===== src/rtl/i2s_master_pkg.sv =====
package i2s_master_pkg;

  typedef enum logic {CH_LEFT = 1'b0, CH_RIGHT = 1'b1} chan_e;

  // master-clock cycles in one half frame
  function automatic int half_frame(input int mclk_hz, input int fs_hz);
    return (mclk_hz / fs_hz) / 2;
  endfunction

  // widest bit that still fits every bit of a slot in a half frame
  function automatic int bit_len(input int half, input int nbits);
    return half / nbits;
  endfunction

  // cycles added to the final bit of each slot
  function automatic int tail_len(input int half, input int nbits);
    return half - (half / nbits) * nbits;
  endfunction

endpackage


===== src/rtl/i2s_mclk_gen.sv =====
module i2s_mclk_gen (
  input  logic clk,
  input  logic rst,
  output logic mclk,
  output logic ce
);
  always_ff @(posedge clk) begin
    if (rst) mclk <= 1'b0;
    else     mclk <= ~mclk;
  end

  // state advances on the edge where mclk falls
  assign ce = mclk;
endmodule


===== src/rtl/i2s_slot_timer.sv =====
module i2s_slot_timer
  import i2s_master_pkg::*;
#(
  parameter int BIT_MCLK = 2,
  parameter int TAIL     = 0,
  parameter int NBITS    = 17,
  parameter int DELAY    = 1
) (
  input  logic clk,
  input  logic rst,
  input  logic ce,
  output logic lrclk,
  output logic bclk,
  output logic bit_start,
  output logic slot_start,
  output chan_e next_chan,
  output chan_e cur_chan,
  output logic tx_bit,
  output logic sample,
  output logic rx_bit,
  output logic rx_last
);
  localparam int LAST_LEN = BIT_MCLK + TAIL;
  localparam int CW       = $clog2(LAST_LEN + 1);
  localparam int IW       = $clog2(NBITS + 1);
  localparam int HI_AT    = BIT_MCLK / 2;

  logic [CW-1:0] bcnt_q, bcnt_n, end_cnt;
  logic [IW-1:0] bidx_q, bidx_n;
  chan_e         lr_q, lr_n;
  logic          bclk_q;
  logic          last, at_end;

  always_comb begin
    last    = (bidx_q == IW'(NBITS - 1));
    end_cnt = last ? CW'(LAST_LEN - 1) : CW'(BIT_MCLK - 1);
    at_end  = (bcnt_q == end_cnt);
    bcnt_n  = at_end ? '0 : bcnt_q + CW'(1);
    bidx_n  = bidx_q;
    lr_n    = lr_q;
    if (at_end) begin
      if (last) begin
        bidx_n = '0;
        lr_n   = (lr_q == CH_LEFT) ? CH_RIGHT : CH_LEFT;
      end else begin
        bidx_n = bidx_q + IW'(1);
      end
    end
  end

  always_ff @(posedge clk) begin
    if (rst) begin
      bcnt_q <= '0;
      bidx_q <= '0;
      lr_q   <= CH_LEFT;
      bclk_q <= 1'b0;
    end else if (ce) begin
      bcnt_q <= bcnt_n;
      bidx_q <= bidx_n;
      lr_q   <= lr_n;
      bclk_q <= (bcnt_n >= CW'(HI_AT));
    end
  end

  assign lrclk      = lr_q;
  assign bclk       = bclk_q;
  assign bit_start  = ce && at_end;
  assign slot_start = ce && at_end && last;
  assign next_chan  = lr_n;
  assign cur_chan   = lr_q;
  assign sample     = ce && (bcnt_q == CW'(HI_AT - 1));
  assign rx_last    = last;

  if (DELAY == 0) begin : g_no_delay
    assign tx_bit = 1'b1;
    assign rx_bit = 1'b1;
  end else begin : g_delay
    assign tx_bit = (bidx_n >= IW'(DELAY));
    assign rx_bit = (bidx_q >= IW'(DELAY));
  end
endmodule


===== src/rtl/i2s_tx_shift.sv =====
module i2s_tx_shift
  import i2s_master_pkg::*;
#(
  parameter int W = 16
) (
  input  logic         clk,
  input  logic         rst,
  input  logic         bit_start,
  input  logic         slot_start,
  input  chan_e        next_chan,
  input  logic         tx_bit,
  input  logic [W-1:0] tx_left,
  input  logic [W-1:0] tx_right,
  output logic         dout
);
  logic [W-1:0] sreg, pick;

  assign pick = (next_chan == CH_RIGHT) ? tx_right : tx_left;

  always_ff @(posedge clk) begin
    if (rst) begin
      sreg <= '0;
      dout <= 1'b0;
    end else if (slot_start) begin
      if (tx_bit) begin
        dout <= pick[W-1];
        sreg <= pick << 1;
      end else begin
        dout <= 1'b0;
        sreg <= pick;
      end
    end else if (bit_start) begin
      if (tx_bit) begin
        dout <= sreg[W-1];
        sreg <= sreg << 1;
      end else begin
        dout <= 1'b0;
      end
    end
  end
endmodule


===== src/rtl/i2s_rx_shift.sv =====
module i2s_rx_shift
  import i2s_master_pkg::*;
#(
  parameter int W = 16
) (
  input  logic         clk,
  input  logic         rst,
  input  logic         sample,
  input  logic         rx_bit,
  input  logic         rx_last,
  input  chan_e        cur_chan,
  input  logic         din,
  output logic [W-1:0] rx_left,
  output logic [W-1:0] rx_right
);
  logic [W-1:0] sreg, nxt;

  assign nxt = {sreg[W-2:0], din};

  always_ff @(posedge clk) begin
    if (rst) begin
      sreg     <= '0;
      rx_left  <= '0;
      rx_right <= '0;
    end else if (sample && rx_bit) begin
      sreg <= nxt;
      if (rx_last) begin
        if (cur_chan == CH_RIGHT) rx_right <= nxt;
        else                      rx_left  <= nxt;
      end
    end
  end
endmodule


===== src/rtl/i2s_master_port.sv =====
module i2s_master_port
  import i2s_master_pkg::*;
#(
  parameter int MCLK_HZ    = 12_000_000,
  parameter int FS_HZ      = 8000,
  parameter int DELAY_BITS = 1,
  parameter int WORD_W     = 16
) (
  input  logic              clk,
  input  logic              rst,
  input  logic [WORD_W-1:0] tx_left,
  input  logic [WORD_W-1:0] tx_right,
  input  logic              din,
  output logic [WORD_W-1:0] rx_left,
  output logic [WORD_W-1:0] rx_right,
  output logic              mclk,
  output logic              lrclk,
  output logic              bclk,
  output logic              dout
);
  localparam int NBITS    = DELAY_BITS + WORD_W;
  localparam int HALF     = half_frame(MCLK_HZ, FS_HZ);
  localparam int BIT_MCLK = bit_len(HALF, NBITS);
  localparam int TAIL     = tail_len(HALF, NBITS);

  logic  ce, bit_start, slot_start, tx_bit, sample, rx_bit, rx_last;
  chan_e next_chan, cur_chan;

  i2s_mclk_gen u_mclk (
    .clk (clk), .rst (rst), .mclk (mclk), .ce (ce)
  );

  i2s_slot_timer #(
    .BIT_MCLK (BIT_MCLK), .TAIL (TAIL), .NBITS (NBITS), .DELAY (DELAY_BITS)
  ) u_timer (
    .clk (clk), .rst (rst), .ce (ce),
    .lrclk (lrclk), .bclk (bclk),
    .bit_start (bit_start), .slot_start (slot_start),
    .next_chan (next_chan), .cur_chan (cur_chan),
    .tx_bit (tx_bit), .sample (sample), .rx_bit (rx_bit), .rx_last (rx_last)
  );

  i2s_tx_shift #(.W (WORD_W)) u_tx (
    .clk (clk), .rst (rst),
    .bit_start (bit_start), .slot_start (slot_start),
    .next_chan (next_chan), .tx_bit (tx_bit),
    .tx_left (tx_left), .tx_right (tx_right), .dout (dout)
  );

  i2s_rx_shift #(.W (WORD_W)) u_rx (
    .clk (clk), .rst (rst),
    .sample (sample), .rx_bit (rx_bit), .rx_last (rx_last),
    .cur_chan (cur_chan), .din (din),
    .rx_left (rx_left), .rx_right (rx_right)
  );
endmodule


===== config.mk =====
export PLATFORM = sky130hd
export DESIGN_NAME = i2s_master_port
export DESIGN_NICKNAME = d
export VERILOG_FILES = /design/src/rtl/i2s_master_pkg.sv /design/src/rtl/i2s_mclk_gen.sv /design/src/rtl/i2s_slot_timer.sv /design/src/rtl/i2s_tx_shift.sv /design/src/rtl/i2s_rx_shift.sv /design/src/rtl/i2s_master_port.sv
export SDC_FILE = /design/constraint.sdc
export NUM_CORES = 1
export LEC_CHECK = 0
export BUFFER_PORTS_ARGS = -buffer_cell sky130_fd_sc_hd__buf_2
export CAP_MARGIN = 15
export CORE_ASPECT_RATIO = 1.2
export CORE_UTILIZATION = 41
export DETAILED_ROUTE_END_ITERATION = 10
export GPL_TIMING_DRIVEN = 0
export MAX_ROUTING_LAYER = met4
export PLACE_DENSITY_LB_ADDON = 0.25
export REMOVE_ABC_BUFFERS = 1
export SLEW_MARGIN = 5
export SYNTH_ARGS = -nofsm -noshare
export SYNTH_HDL_FRONTEND = slang
export SYNTH_SLANG_ARGS = --single-unit
export TNS_END_PERCENT = 10

===== constraint.sdc =====
create_clock -name clk -period 2.1 [get_ports clk]
set_input_delay 0.315 -clock clk [delete_from_list [all_inputs] [get_ports clk]]
set_output_delay 0.315 -clock clk [all_outputs]
set_load 0.01 [all_outputs]

==> results of run 1 <==
==> cell type report <==
cell class / instances / area (um2) / area share
Tap cell: 120 / 150.1 / 0.03150
Multi-Input combinational cell: 326 / 2226 / 0.4669
Sequential cell: 78 / 1587 / 0.3328
Timing Repair Buffer: 92 / 571.8 / 0.1199
Inverter: 5 / 21.27 / 0.004462
Clock buffer: 9 / 123.9 / 0.02598
Clock inverter: 6 / 87.58 / 0.01837
==> cells in the final DEF (no fill, tap or decap), types with 2 or more instances in the layout <==
master,netlist,routed
buf_6,4,2
and3_1,3,2
nor2_4,0,2
inv_1,5,3
xnor2_1,5,5
clkinv_4,0,2
o211ai_1,3,3
nand2b_1,3,3
a31oi_1,15,10
nor3_1,4,4
a31oi_2,0,3
ha_1,5,4
buf_12,0,2
nor2_1,28,26
o21ai_0,14,14
bufinv_16,0,2
clkbuf_8,0,9
nand2_1,92,91
buf_2,10,70
o21ai_1,6,6
a21oi_1,42,41
dfxtp_1,78,66
mux2_2,2,2
or3_1,2,2
a211oi_2,1,5
nand3_2,0,2
or4_1,2,2
mux2i_1,50,49
dfxtp_2,0,8
dfxtp_4,0,4
buf_4,1,15
a211oi_1,15,11
a31oi_4,1,3
o211a_4,1,2
nand3b_1,3,3
clkinv_2,0,2
==> what timing repair did <==
| action | CTS | global route |
|---|---|---|
| hold endpoints to repair | 0 | 0 |
| buffers inserted | 12 | 5 |
| endpoints found under the setup margin | 73 | 51 |
| pin swaps | 10 | 7 |
| resized for setup | 42 | 17 |
| gates cloned | 1 | 0 |
==> routing by layer <==
metal	global-route usage	vias up	part of all wire
li1	-	1700	-
met4	0.08617	0	0.015
met5	-	-	0
met2	0.3144	70	0.50
met1	0.2625	1597	0.46
met3	0.03079	11	0.029
==> registers in the layout, indices dropped and copies added (netlist names) <==
name              flops
u_timer.bclk          1
u_rx.sreg            15
u_mclk.ce             1
u_rx.rx_right        16
u_timer.bidx_q        5
u_rx.rx_left         16
u_timer.bcnt_q        6
u_timer.cur_chan      1
u_tx.sreg            16
u_tx.dout             1
==> power by group <==
part | total [mW] | switching, mW | internal [mW]
Clock | 1.20 | 0.535 | 0.662
Combinational | 0.180 | 0.0934 | 0.0868
Sequential | 1.50 | 0.0185 | 1.48
Total | 2.88 | 0.647 | 2.23
==> synth_stat cells (all sizes together) <==
cell	number	share of area
and3	3	0.0050
o211ai	3	0.0060
a31o	1	0.0023
or2	2	0.0033
a21oi	42	0.056
o211a	2	0.0073
a222oi	1	0.0027
and2	1	0.0017
nor2	29	0.029
a211oi	16	0.033
nand2	92	0.091
o32ai	1	0.0023
nor3	5	0.0080
and4	1	0.0023
and4bb	1	0.0033
nand4b	1	0.0063
o31ai	1	0.0020
nand4bb	2	0.0060
and4b	1	0.0027
mux2	2	0.0060
o21ai	20	0.027
nand3	3	0.0040
o22ai	1	0.0017
nand4	1	0.0017
nand2b	3	0.0050
a31oi	16	0.030
o2111ai	1	0.0023
clkbuf	17	0.017
nor4b	1	0.0023
buf	17	0.029
or4	2	0.0040
inv	5	0.0050
ha	5	0.017
nor3b	2	0.0040
or3	2	0.0033
dfxtp	78	0.41
a41oi	1	0.0023
nand3b	3	0.0060
xnor2	5	0.012
a22oi	1	0.0020
and3b	1	0.0023
mux2i	50	0.13
==> worst min path at each step <==
stage	startpoint	slack [ns]	cells after the start	endpoint
floorplan	rst	0.38	1	u_mclk.ce
global placement	u_rx.rx_right[4]	0.44	2	u_rx.rx_right[4]
detailed placement	u_rx.rx_right[9]	0.45	2	u_rx.rx_right[9]
CTS	din	0.21	3	u_rx.rx_left[0]
global route	din	0.23	3	u_rx.rx_left[0]
finish	din	0.23	3	u_rx.rx_left[0]
==> worst max-delay path, stage by stage (launching register included) <==
cell	delay, ns
dfxtp_4	0.37
inv_4	0.06
ha_4	0.15
and4bb_2	0.25
o32ai_2	0.07
a222oi_1	0.34
buf_4	0.18
o211ai_1	0.09
buf_4	0.18
buf_8	0.14
mux2i_1	0.12
a211oi_1	0.21
==> stage by stage <==
stage	std cells	hold WS [ns]	setup TNS (ns)	power, mW	utilization
final	636	0.2302	-1.498	2.877	0.5305
after detailed placement	603	0.4465	-46.48	1.684	0.4649
after global placement	598	0.4409	-67.80	1.674	0.4564
after floorplan	408	0.3817	-30.66	1.604	-
after global routing	636	0.2323	-5.174	3.000	0.5305
after CTS	631	0.2111	-0.7563	2.903	0.5163
==> cells by family after synthesis <==
logic type | Yosys count | share of synthesized area
buf+inv | 39 | 0.05136
flops | 78 | 0.4135
compound gates | 107 | 0.1766
fa+ha+maj | 5 | 0.01657
xor+xnor | 5 | 0.01160
mux | 52 | 0.1385
simple gates | 156 | 0.1918
==> results.yml, run 1 <==
global_route:
  grt_pass1_vias: 3194
  grt_usage: 0.2035
  grt_max_degree: 47
  antenna_found_initial: 0
  grt.overflow.total: 0
  grt_pass1_wl_mm: 14.97
sta:
  clock.fmax_mhz: 445.5
  finalHoldViolations: 0
  timing.final.ws_setup_ns: -0.1447
  rsz0062_at_grt: "true"
  drv_slew: 0
  finalClockSkew_ns: 0.008102
  fin_crit_ns: 2.245
  worst_pin_slew_ns: 0.8512
  period_share: 1.069
  slew_headroom: 0.4326
  final-setup-viol-count: 17
clocking:
  clk_latency_ns: 0.35
  clkSinkCount: 78
  cts_hold_buf: 0
  cts_tree: "yes"
  htreeDepth: 3
  clockBufferDepth: 2
  root_buffer: "clkbuf_8"
  clkTransAtPathRegs_ns: 0.08
  numCtsBuffers: 9
synth:
  synth_warnings: 0
  syn_area_um2: 3776
  netlist-cell-type-count: 52
  ys_seq_area_frac: 0.4135
  syn_avg_cell_area_um2: 8.543
  netlist_instances: 442
  ys_ff_latch: 78
place:
  gp_congestion: 0.8288
  dp_hpwl_mm: 5.476
  place_area_um2: 4178
  placement.io_buffers: 70
  place_ws_ns: -1.091
detailed_routing:
  vias_per_cell: 5.311
  post_drt_wl_per_cell_um: 14.17
  via_count: 3378
  antenna_left: 0
  drc: 0
  routed_wl_mm: 9.011
  drt_iter0_markers: 159
  drt-pass1-iter-count: 5
outcome:
  status: "complete, but fails checks"
  violations: "setup timing"
finish:
  n_antenna_cell: 0
  fillCellCount: 866
  area_delta_synth_final_pct: 26.24
  drive_gt1_frac: 0.3023
  fin_area_um2: 4767
  final_net_count: 552
floorplan:
  rows: 38
  die_x_um: 89.61
  start_util: 0.4202
  die_height_um: 107.1
  core_area_um2: 8986
  die_area_um2: 9599
  ioPinCount: 71
worst_setup_path:
  criticalPathCategory: "reg -> reg"
  crit_path_start_kind: "register"
  rrSetupSlack_ns: -0.14
  crit_start: "u_timer.bidx_q[0]"
  worstPathArrival_ns: 2.50
  crit_end: "u_tx.sreg[15]"
  crit_fanout: 9
  r2r_start: "u_timer.bidx_q[0]"
  cp.required_ns: 2.36
  end_kind: "register"
  r2r_cells: 11
  reg2reg_to: "u_tx.sreg[15]"
pwr:
  powerDensity_nw_per_um2: 603.4
  ir_drop_mv: 0.2711
  p_leak_nw: 1.724
job:
  drv_cap: 0
hold_path:
  hp-class: "in -> reg"
(Power assumes the default switching activity.)
==> inputs of run 2 (changes only) <==
--- a/config.mk
+++ b/config.mk
@@ -5,11 +5,12 @@
 export SDC_FILE = /design/constraint.sdc
 export NUM_CORES = 1
 export LEC_CHECK = 0
-export BUFFER_PORTS_ARGS = -buffer_cell sky130_fd_sc_hd__buf_2
+export BUFFER_PORTS_ARGS = -buffer_cell sky130_fd_sc_hd__clkbuf_2
 export CAP_MARGIN = 15
-export CORE_ASPECT_RATIO = 1.2
+export CORE_ASPECT_RATIO = 1.4
 export CORE_UTILIZATION = 41
 export DETAILED_ROUTE_END_ITERATION = 10
+export GPL_ROUTABILITY_DRIVEN = 0
 export GPL_TIMING_DRIVEN = 0
 export MAX_ROUTING_LAYER = met4
 export PLACE_DENSITY_LB_ADDON = 0.25
==> results.yml, run 2 (synthesized netlist as in run 1, its figures left out) <==
pwr:
  powerDensity_nw_per_um2: 694.0
  pwr-share-comb: 0.052
  p_clk_frac: 0.500
  seqPwrFrac: 0.448
  ir_drop_mv: 0.4919
  p_int_mw: 2.641
  p_leak_nw: 1.714
  p_switching_uw: 709.8
  p_sw_frac: 0.2118
global_route:
  grt.overflow.total: 0
  grt_pass1_vias: 3299
  grt_usage: 0.1976
  grtUsageMet3: 0.03917
  met1_usage: 0.2132
  grt_max_degree: 79
  grt_pass1_wl_mm: 14.97
  busiest_layer: "met2"
  met2_usage: 0.3546
  antenna_found_initial: 0
worst_setup_path:
  criticalPathCategory: "reg -> reg"
  worstPathArrival_ns: 2.45
  cp.required_ns: 2.27
  r2r_start: "u_timer.bidx_q[1]"
  crit_path_start_kind: "register"
  rrSetupSlack_ns: -0.18
  crit_fanout: 8
  reg2reg_to: "u_tx.sreg[4]"
  slowest_stage: "a222oi_1"
  cpLargestDelayFamily: "compound AO/OA/AOI/OAI gates"
  max_stage_delay_ns: 0.43
  path_cells: "inv_4 > ha_4 > and4bb_2 > o32ai_1 > a222oi_1 > o211ai_1 > buf_4 > buf_12 > a31oi_2 > a211oi_1"
  cp_num_buf_inv: 3
  r2r_cells: 10
  end_kind: "register"
sta:
  finalClockSkew_ns: 0.006884
  slew_headroom: 0.3970
  clock.fmax_mhz: 438.7
  fin_setup_tns_ns: -2.315
  worst_pin_slew_ns: 0.9045
  finalHoldViolations: 0
  period_share: 1.086
  drv_slew: 0
  fin_crit_ns: 2.280
  timing.final.ws_setup_ns: -0.1796
  rsz0062_at_grt: "true"
  final-setup-viol-count: 18
detailed_routing:
  vias_per_cell: 5.379
  via_count: 3319
  drt-pass1-iter-count: 6
  antenna_left: 0
  post_drt_wl_per_cell_um: 14.26
  routed_wl_mm: 8.801
  drt_iter0_markers: 319
  drc: 0
clocking:
  htreeDepth: 3
  clk_latency_ns: 0.33
  clockBufferDepth: 2
  clkTransAtPathRegs_ns: 0.06
  clkSinkCount: 78
  root_buffer: "clkbuf_16"
  numCtsBuffers: 9
  cts_tree: "yes"
place:
  dp.cells: 589
  dp_hpwl_mm: 5.400
  placement.io_buffers: 70
  place_area_um2: 4148
finish:
  n_antenna_cell: 0
  layout_commonest_cell: "nand2_1"
  top_regs: "u_rx.rx_left x16, u_rx.rx_right x16, u_tx.sreg x16"
  final_net_count: 545
  final_cell_mix: "nand2_1 (91), clkbuf_2 (69), dfxtp_1 (67)"
  drive_gt1_frac: 0.2961
  area_delta_synth_final_pct: 27.87
  fin_cells: 617
  fin_area_um2: 4828
floorplan:
  start_util: 0.4206
  die_height_um: 115.6
  core_area_um2: 8977
  die_x_um: 83.11
  die_area_um2: 9603
  ioPinCount: 71
  rows: 41
hold_path:
  holdPathStages: 3
  hp-class: "in -> reg"
  worstHoldStart: "din"
  hold_end: "u_rx.rx_left[0]"
outcome:
  status: "complete, but fails checks"
  violations: "setup timing"
job:
  drv_cap: 0
-- run 2: cell types whose count changed in the layout (fill, tap and decap cells not counted), moves of 3 or more --
cell / delta
a31oi_1: -3
buf_2: -70
buf_4: -4
clkbuf_16: +9
clkbuf_2: +69
clkbuf_8: -8
dfxtp_2: -3
-- run 2: how the worst max path moves through the flow --
stage / depth (start not counted) / slack, ns / to / startpoint
finish: 10 / -0.18 / u_tx.sreg[4] / u_timer.bidx_q[1]
global route: 10 / -0.30 / u_tx.sreg[4] / u_timer.bidx_q[0]
CTS: 10 / -0.13 / u_tx.sreg[13] / u_timer.bidx_q[0]
detailed placement: 6 / -1.01 / u_rx.rx_left[12] / u_mclk.ce
global placement: 8 / -2.20 / u_tx.sreg[12] / u_timer.bidx_q[0]
floorplan: 8 / -1.40 / u_tx.sreg[10] / u_timer.bidx_q[0]
-- run 2: layout make-up --
class / instances / area, um2
timing repair buffer: 85 / 513.0
tap: 107 / 133.9
inverter: 5 / 23.77
multi-input combinational: 326 / 2243
clock inverter: 5 / 81.33
sequential: 78 / 1590
clock buffer: 11 / 242.7
fill: 813 / 4149
-- run 2: worst reg2reg max path: stages (launching register included) --
cell and delay, ns:
dfxtp_4 0.36, inv_4 0.07, ha_4 0.15, and4bb_2 0.25, o32ai_1 0.08, a222oi_1 0.43
o211ai_1 0.18, buf_4 0.20, buf_12 0.15, a31oi_2 0.16, a211oi_1 0.09
-- run 2: power by group through the flow --
stage,logic [mW],clock network (mW),registers (mW)
floorplan,0.0719,0,1.53
global placement,0.139,0,1.54
detailed placement,0.146,0,1.54
CTS,0.168,1.72,1.50
global route,0.194,1.77,1.50
finish,0.176,1.67,1.50
-- run 2: metrics by stage --
| step | setup WS (ns) | total power [mW] | util | hold WS [ns] |
|---|---|---|---|---|
| 3_5_place_dp | -1.011 | 1.682 | 0.4620 | 0.4479 |
| 4_1_cts | -0.1268 | 3.387 | 0.5235 | 0.2223 |
| 5_1_grt | -0.3050 | 3.469 | 0.5378 | 0.2450 |
| 3_3_place_gp | -2.196 | 1.675 | 0.4551 | 0.4424 |
| 6_report | -0.1796 | 3.351 | 0.5378 | 0.2356 |
| 2_1_floorplan | -1.402 | 1.604 | - | 0.3817 |
-- run 2: layer usage --
metal / vias up / wire (um) / part of all wire
li1: 1692 / - / -
met4: 0 / 178 / 0.020
met3: 13 / 346 / 0.039
met2: 79 / 4492 / 0.51
met5: - / 0 / 0
met1: 1535 / 3783 / 0.43
-- run 2: timing repair --
action	CTS	global route
hold buffers	0	0
setup buffers	9	2
gates cloned	1	0
gates resized for setup	38	22
pin swaps	11	9
endpoints found under the setup margin	73	53
